`src/rtl/scl_timing_pkg.sv`:
```
package scl_timing_pkg;

  typedef enum logic [2:0] {
    PH_IDLE = 3'd0,
    PH_LEAD = 3'd1,
    PH_LOW  = 3'd2,
    PH_HIGH = 3'd3,
    PH_FREE = 3'd4
  } phase_e;

  // control -> datapath strobes
  typedef struct packed {
    logic   clear;
    logic   step;
    phase_e phase;
  } ctrl_s;

  // datapath -> control status
  typedef struct packed {
    logic last;
    logic atTx;
    logic atRx;
  } stat_s;

endpackage

```
`src/rtl/scl_phase_counter.sv`:
```
module scl_phase_counter
  import scl_timing_pkg::*;
#(
  parameter int FIELD_W  = 16,
  parameter int HIGH_ADD = 7,
  parameter int LOW_ADD  = 2
) (
  input  logic               clk,
  input  logic               rstN,
  input  ctrl_s              ctrl,
  input  logic [2*FIELD_W-1:0] highWord,
  input  logic [2*FIELD_W-1:0] lowWord,
  input  logic [2*FIELD_W-1:0] gapWord,
  output stat_s              stat
);
  localparam int LEN_W = FIELD_W + 1;

  logic [FIELD_W-1:0] highCnt, rxOff, lowCnt, txOff, freeCnt, leadCnt;
  logic [LEN_W-1:0]   phaseLen;
  logic [LEN_W-1:0]   cnt;

  // field split: upper half = length, lower half = offset / hold
  assign highCnt = highWord[2*FIELD_W-1:FIELD_W];
  assign rxOff   = highWord[FIELD_W-1:0];
  assign lowCnt  = lowWord[2*FIELD_W-1:FIELD_W];
  assign txOff   = lowWord[FIELD_W-1:0];
  assign freeCnt = gapWord[2*FIELD_W-1:FIELD_W];
  assign leadCnt = gapWord[FIELD_W-1:0];

  always_comb begin
    case (ctrl.phase)
      PH_LEAD: phaseLen = LEN_W'(leadCnt);
      PH_LOW:  phaseLen = LEN_W'(lowCnt) + LEN_W'(LOW_ADD);
      PH_HIGH: phaseLen = LEN_W'(highCnt) + LEN_W'(HIGH_ADD);
      PH_FREE: phaseLen = LEN_W'(freeCnt);
      default: phaseLen = LEN_W'(1);
    endcase
  end

  always_ff @(posedge clk or negedge rstN) begin
    if (!rstN)           cnt <= '0;
    else if (ctrl.clear) cnt <= '0;
    else if (ctrl.step)  cnt <= cnt + LEN_W'(1);
  end

  // a zero length behaves as one cycle
  assign stat.last = (cnt + LEN_W'(1)) >= phaseLen;
  assign stat.atTx = cnt == LEN_W'(txOff);
  assign stat.atRx = cnt == LEN_W'(rxOff);

endmodule

```
`src/rtl/scl_phase_ctrl.sv`:
```
module scl_phase_ctrl
  import scl_timing_pkg::*;
(
  input  logic  clk,
  input  logic  rstN,
  input  logic  runEn,
  input  logic  sclIn,
  input  stat_s stat,
  output ctrl_s ctrl
);
  phase_e curPhase, nxtPhase;
  logic   clr, stp;

  always_ff @(posedge clk or negedge rstN) begin
    if (!rstN) curPhase <= PH_IDLE;
    else       curPhase <= nxtPhase;
  end

  always_comb begin
    nxtPhase = curPhase;
    clr      = 1'b0;
    stp      = 1'b0;
    case (curPhase)
      PH_IDLE: begin
        if (runEn) begin
          nxtPhase = PH_LEAD;
          clr      = 1'b1;
        end
      end
      PH_LEAD: begin
        stp = 1'b1;
        if (stat.last) begin
          nxtPhase = PH_LOW;
          clr      = 1'b1;
        end
      end
      PH_LOW: begin
        stp = 1'b1;
        if (stat.last) begin
          nxtPhase = PH_HIGH;
          clr      = 1'b1;
        end
      end
      PH_HIGH: begin
        stp = sclIn;  // stretched cycles do not count
        if (stat.last && sclIn) begin
          nxtPhase = runEn ? PH_LOW : PH_FREE;
          clr      = 1'b1;
        end
      end
      PH_FREE: begin
        stp = 1'b1;   // start requests wait here
        if (stat.last) begin
          nxtPhase = PH_IDLE;
          clr      = 1'b1;
        end
      end
      default: begin
        nxtPhase = PH_IDLE;
        clr      = 1'b1;
      end
    endcase
  end

  assign ctrl.clear = clr;
  assign ctrl.step  = stp;
  assign ctrl.phase = curPhase;

endmodule

```
`src/rtl/scl_timing_gen.sv`:
```
module scl_timing_gen
  import scl_timing_pkg::*;
#(
  parameter int FIELD_W  = 16,
  parameter int HIGH_ADD = 7,
  parameter int LOW_ADD  = 2
) (
  input  logic                 clk,
  input  logic                 rstN,
  input  logic                 runEn,
  input  logic                 sclIn,
  input  logic [2*FIELD_W-1:0] highWord,
  input  logic [2*FIELD_W-1:0] lowWord,
  input  logic [2*FIELD_W-1:0] gapWord,
  output logic                 sclOe,
  output logic                 txStrobe,
  output logic                 rxStrobe,
  output logic [2:0]           phase
);
  ctrl_s ctrl;
  stat_s stat;

  scl_phase_ctrl u_ctrl (
    .clk   (clk),
    .rstN  (rstN),
    .runEn (runEn),
    .sclIn (sclIn),
    .stat  (stat),
    .ctrl  (ctrl)
  );

  scl_phase_counter #(
    .FIELD_W  (FIELD_W),
    .HIGH_ADD (HIGH_ADD),
    .LOW_ADD  (LOW_ADD)
  ) u_cnt (
    .clk      (clk),
    .rstN     (rstN),
    .ctrl     (ctrl),
    .highWord (highWord),
    .lowWord  (lowWord),
    .gapWord  (gapWord),
    .stat     (stat)
  );

  assign sclOe    = ctrl.phase == PH_LOW;
  assign txStrobe = (ctrl.phase == PH_LOW) && stat.atTx;
  assign rxStrobe = (ctrl.phase == PH_HIGH) && sclIn && stat.atRx;
  assign phase    = ctrl.phase;

endmodule

```
`config.mk`:
```
export PLATFORM = sky130hd
export DESIGN_NAME = scl_timing_gen
export DESIGN_NICKNAME = d
export VERILOG_FILES = /design/src/rtl/scl_timing_pkg.sv /design/src/rtl/scl_phase_counter.sv /design/src/rtl/scl_phase_ctrl.sv /design/src/rtl/scl_timing_gen.sv
export SDC_FILE = /design/constraint.sdc
export NUM_CORES = 1
export LEC_CHECK = 0
export CELL_PAD_IN_SITES_DETAIL_PLACEMENT = 0
export CELL_PAD_IN_SITES_GLOBAL_PLACEMENT = 2
export CORE_MARGIN = 4
export CORE_UTILIZATION = 27
export CTS_CLUSTER_DIAMETER = 50
export DETAILED_ROUTE_END_ITERATION = 10
export GPL_ROUTABILITY_DRIVEN = 0
export PLACE_DENSITY = 0.86
export SYNTH_ARGS = -nofsm -noshare
export SYNTH_HDL_FRONTEND = slang
export SYNTH_SLANG_ARGS = --single-unit
```
`constraint.sdc`:
```
create_clock -name clk -period 5.8 [get_ports clk]
set_clock_uncertainty 0.05 [all_clocks]
set_input_delay 1.74 -clock clk [delete_from_list [all_inputs] [get_ports clk]]
set_output_delay 1.74 -clock clk [all_outputs]
set_load 0.01 [all_outputs]
```
==> results by stage <==
Status:
- The run finished with clean final reports.

Setup path:
- The number of cells traversed by the worst register-to-register path is 13.
- The worst reg-to-reg setup slack is 2170 ps.
- The maximum fanout along the worst path is 1.
- The class of the most critical setup path is input pin to output pin.
- The critical path data required time is 4010 ps.
- In this run the critical register-to-register path is launched from u_ctrl.curPhase[0].
- The worst register-to-register path ends at u_cnt.cnt[13].
- The kind of start point of the critical path is an input pin.
- The worst setup path is captured at an output pin.
- The data arrival time of the critical path is approximately 3700 ps.

Route:
- The mean routed wirelength per cell is approximately 16 um.
- The remaining design rule violation count is 0.
- The wire length after detailed routing is 9830 um.
- For this run, the detailed router's first-pass iteration total came to 4.
- The detail route stage leaves a number of antenna-violating nets equal to 0.
- Detailed routing inserted a total of 3124 vias.
- For this block, the initial DRC count from the detailed router was 140.
- The vias per cell is 5.05.

Clock tree:
- The clock passes through at most 2 buffers.
- The post-CTS clock slew at the launch and capture registers of the worst setup and hold paths is about 80 ps.
- The TritonCTS clock tree is yes.
- In this run, CTS created clock tree buffers numbering 3.
- At the later pin of the worst-skew pair, clock insertion delay measures 260 ps.
- The number of cells upsized or downsized after cts is 0.
- The number of hold buffers added after cts is 0.
- The tree is rooted in a sky130_fd_sc_hd__clkbuf_8.
- The number of levels the H-tree was split into is 1.
- The tree built by TritonCTS fans out to 20 sinks.
- The post-CTS setup repair buffer count is 0.

Synthesis:
- The synthesized area divided by synthesized cell count is roughly 7.4 sq um.
- The primary flip-flop cell chosen by synthesis mapping is sky130_fd_sc_hd__dfrtp_1.
- During synthesis, Yosys emitted a total of 0 warnings.
- The post-synthesis net count is 513.
- Sequential cells were found to cover about 17% of the synthesized design area.
- In the synthesized netlist, mux cells make up between 1 and 1.5% of the area.
- The basic-gate share of the synthesized area counting and, or, nand and nor cells is around 28%.
- After synthesis the cells add up to around 2900 sq um.
- The adder and majority cell fraction of the synthesized area is 8.57%.
- The post-synthesis share of cell area spent on xor and xnor gates is approximately a fifth.
- The number of distinct library cells after synthesis is 51.
- The largest family of logic cells by synthesized area is simple AND/OR/NAND/NOR gates.
- Synthesis produced slightly below 400 cells.
- After synthesis, the share of flip-flops with an asynchronous set or reset is 100%.
- The fraction of the mapped netlist area in compound gates is around a fifth.
- Sorting the synthesized cells by area gives the leading types as sky130_fd_sc_hd__dfrtp_1 (17%), sky130_fd_sc_hd__xnor2_1 (12%), sky130_fd_sc_hd__ha_1 (8.6%).
- The most area-hungry cell type in the Yosys netlist is sky130_fd_sc_hd__dfrtp_1.
- The post-synthesis sequential element count is 20.
- The share of Yosys cell area claimed by the top area cell type is 17.1%.
- Counting flops with a built-in enable in the synthesized netlist gives 0.

Placed design:
- After legalization and detailed placement, the total HPWL measured a little over 8000 um.
- After detailed placement, the total cell area comes to between 4000 and 5000 sq um.
- The number of buffer cells added on primary ports is about 110.

Job:
- The max capacitance violation total is 0.

Timing:
- The max-slew violation count was 0.
- In the finished design, the share of the clock period the worst path needs comes to a little over nine tenths.
- The total negative slack for setup checks is 0 ps.
- Headroom to the max-slew limit came out at 36.8%.
- The number of failing hold endpoints at the final stage is 0.
- The final critical path time including I/O delays and setup is ~5400 ps.
- Setup violations remaining at the end of the flow were counted as 0.
- Setup repair after global routing left no endpoint under its margin.
- Timing would allow up to 184 MHz.
- For the pin with the worst max-slew slack, the measured transition is approximately 950 ps.
- The worst slack on hold paths is about 520 ps.

Floorplan:
- The die is 112 um wide.
- The die is 112 um tall.
- The core region is 10400 sq um.
- The area of the die is approximately 13000 sq um.
- Once the floorplan was initialized, standard cells occupied ~28% of the core.
- The row count is 37.
- The number of ports placed on the die boundary is roughly 110.

Finish:
- The area growth from synthesis to layout is 41.6%.
- Once layout is done, the placed cells without fillers occupy between 4000 and 5000 sq um.
- Leaving out fill and tap cells, the most frequent cells in the layout are sky130_fd_sc_hd__clkdlybuf4s50_1 (105), sky130_fd_sc_hd__nor2_1 (40), sky130_fd_sc_hd__xnor2_1 (39).
- The count of antenna diodes in the layout is 0.
- Cells fill 39.7% of the core in the end.
- Cells with a size suffix above 1 make up 4.35% of the layout.
- The net count reported at finish is about 600.
- The most common cell after layout, fill and taps aside is sky130_fd_sc_hd__clkdlybuf4s50_1.

GRT:
- The via count of the first global-routing pass is roughly 3200.
- The total track usage is 15.2%.
- The global-route congestion overflow total is 0.
- Entering global routing, the biggest net connects 28 pins.
- The global-route wire length before repair is roughly 16000 um.
- The number of antenna violations at the first check in global routing is 0.

Pwr:
- The leakage power summed over all cells is approximately 1.7 nW.
- For this design the ratio of total power to cell area is about 170 nW/um^2.
- The largest voltage drop on the vdd net is 112 uV.
- The overall power is 699 uW.

Worst hold path:
- The hold path startpoint is u_cnt.cnt[16].
- The class of the tightest hold or removal check is flop to flop.
- The worst hold path terminates at u_cnt.cnt[16].
- Along the worst hold path, the cell count comes to 1.
[layer usage]
layer	vias to the layer above	GRT usage, %	wire length [um]
li1	1596	-	-
met1	1454	20.1	4490
met2	64	27.1	4930
met3	10	1.74	285
met4	0	2.40	129
met5	-	0	0
[flip-flops by register name (all words and copies together), names as in the netlist]
| signal | count |
|---|---|
| u_cnt.cnt | 17 |
| u_ctrl.curPhase | 3 |
[cells by family after synthesis]
family	count (synthesis)
AND/OR/NAND/NOR	162
multiplexers	4
flip-flops	20
AO/OA/AOI/OAI	86
XOR/XNOR	67
adder cells (fa/ha/maj)	20
buffers and inverters	34
[per-stage QoR]
stage	cells	setup WS, ps
after floorplan	393	1080
after detailed placement	615	182
after global routing	619	209
after CTS	619	340
after global placement	615	261
final	619	357
[synth_stat cells (all sizes together) (3+ instances only)]
library cell,n
a211oi,3
nor3,11
a22oi,7
mux2,3
or3,3
inv,10
nand2b,7
a21o,6
or2,3
o21ai,11
xor2,28
and3,4
dfrtp,20
buf,8
nor2,41
nand3,20
nand2,36
o22ai,3
nand4,17
clkbuf,16
a21oi,31
and4,3
a22o,9
xnor2,39
ha,20
nor4,7
nor2b,5
[worst max-delay path by stage]
| stage | slack, ps | cells after the start | to | startpoint |
|---|---|---|---|---|
| finish | 360 | 6 | txStrobe | lowWord[8] |
| CTS | 340 | 6 | txStrobe | lowWord[8] |
| global route | 210 | 16 | u_cnt.cnt[14] | highWord[16] |
| detailed placement | 180 | 16 | u_ctrl.curPhase[1] | highWord[16] |
| floorplan | 1080 | 15 | u_ctrl.curPhase[1] | highWord[16] |
| global placement | 260 | 16 | u_ctrl.curPhase[1] | highWord[16] |
[cell type report]
type / instances / area (sq um)
clock buffers: 4 / 55.1
fillers: 1094 / 6280
inverters: 10 / 37.5
multi-input cells: 339 / 2280
flip-flops and latches: 20 / 500
well taps: 136 / 170
repair buffers: 110 / 1090
[power breakdown]
group	total (mW)	internal, mW	switching [mW]
sequential	0.226	0.164	0.0625
clock	0.109	0.0605	0.0487
combinational	0.364	0.199	0.165
[worst max-delay path, stage by stage]
cell and delay [ps]:
sky130_fd_sc_hd__clkdlybuf4s50_1 410, sky130_fd_sc_hd__xor2_1 140, sky130_fd_sc_hd__nor4_1 330, sky130_fd_sc_hd__nand3_1 170, sky130_fd_sc_hd__nor4_1 280, sky130_fd_sc_hd__clkdlybuf4s50_1 580
(Power assumes the default switching activity.)
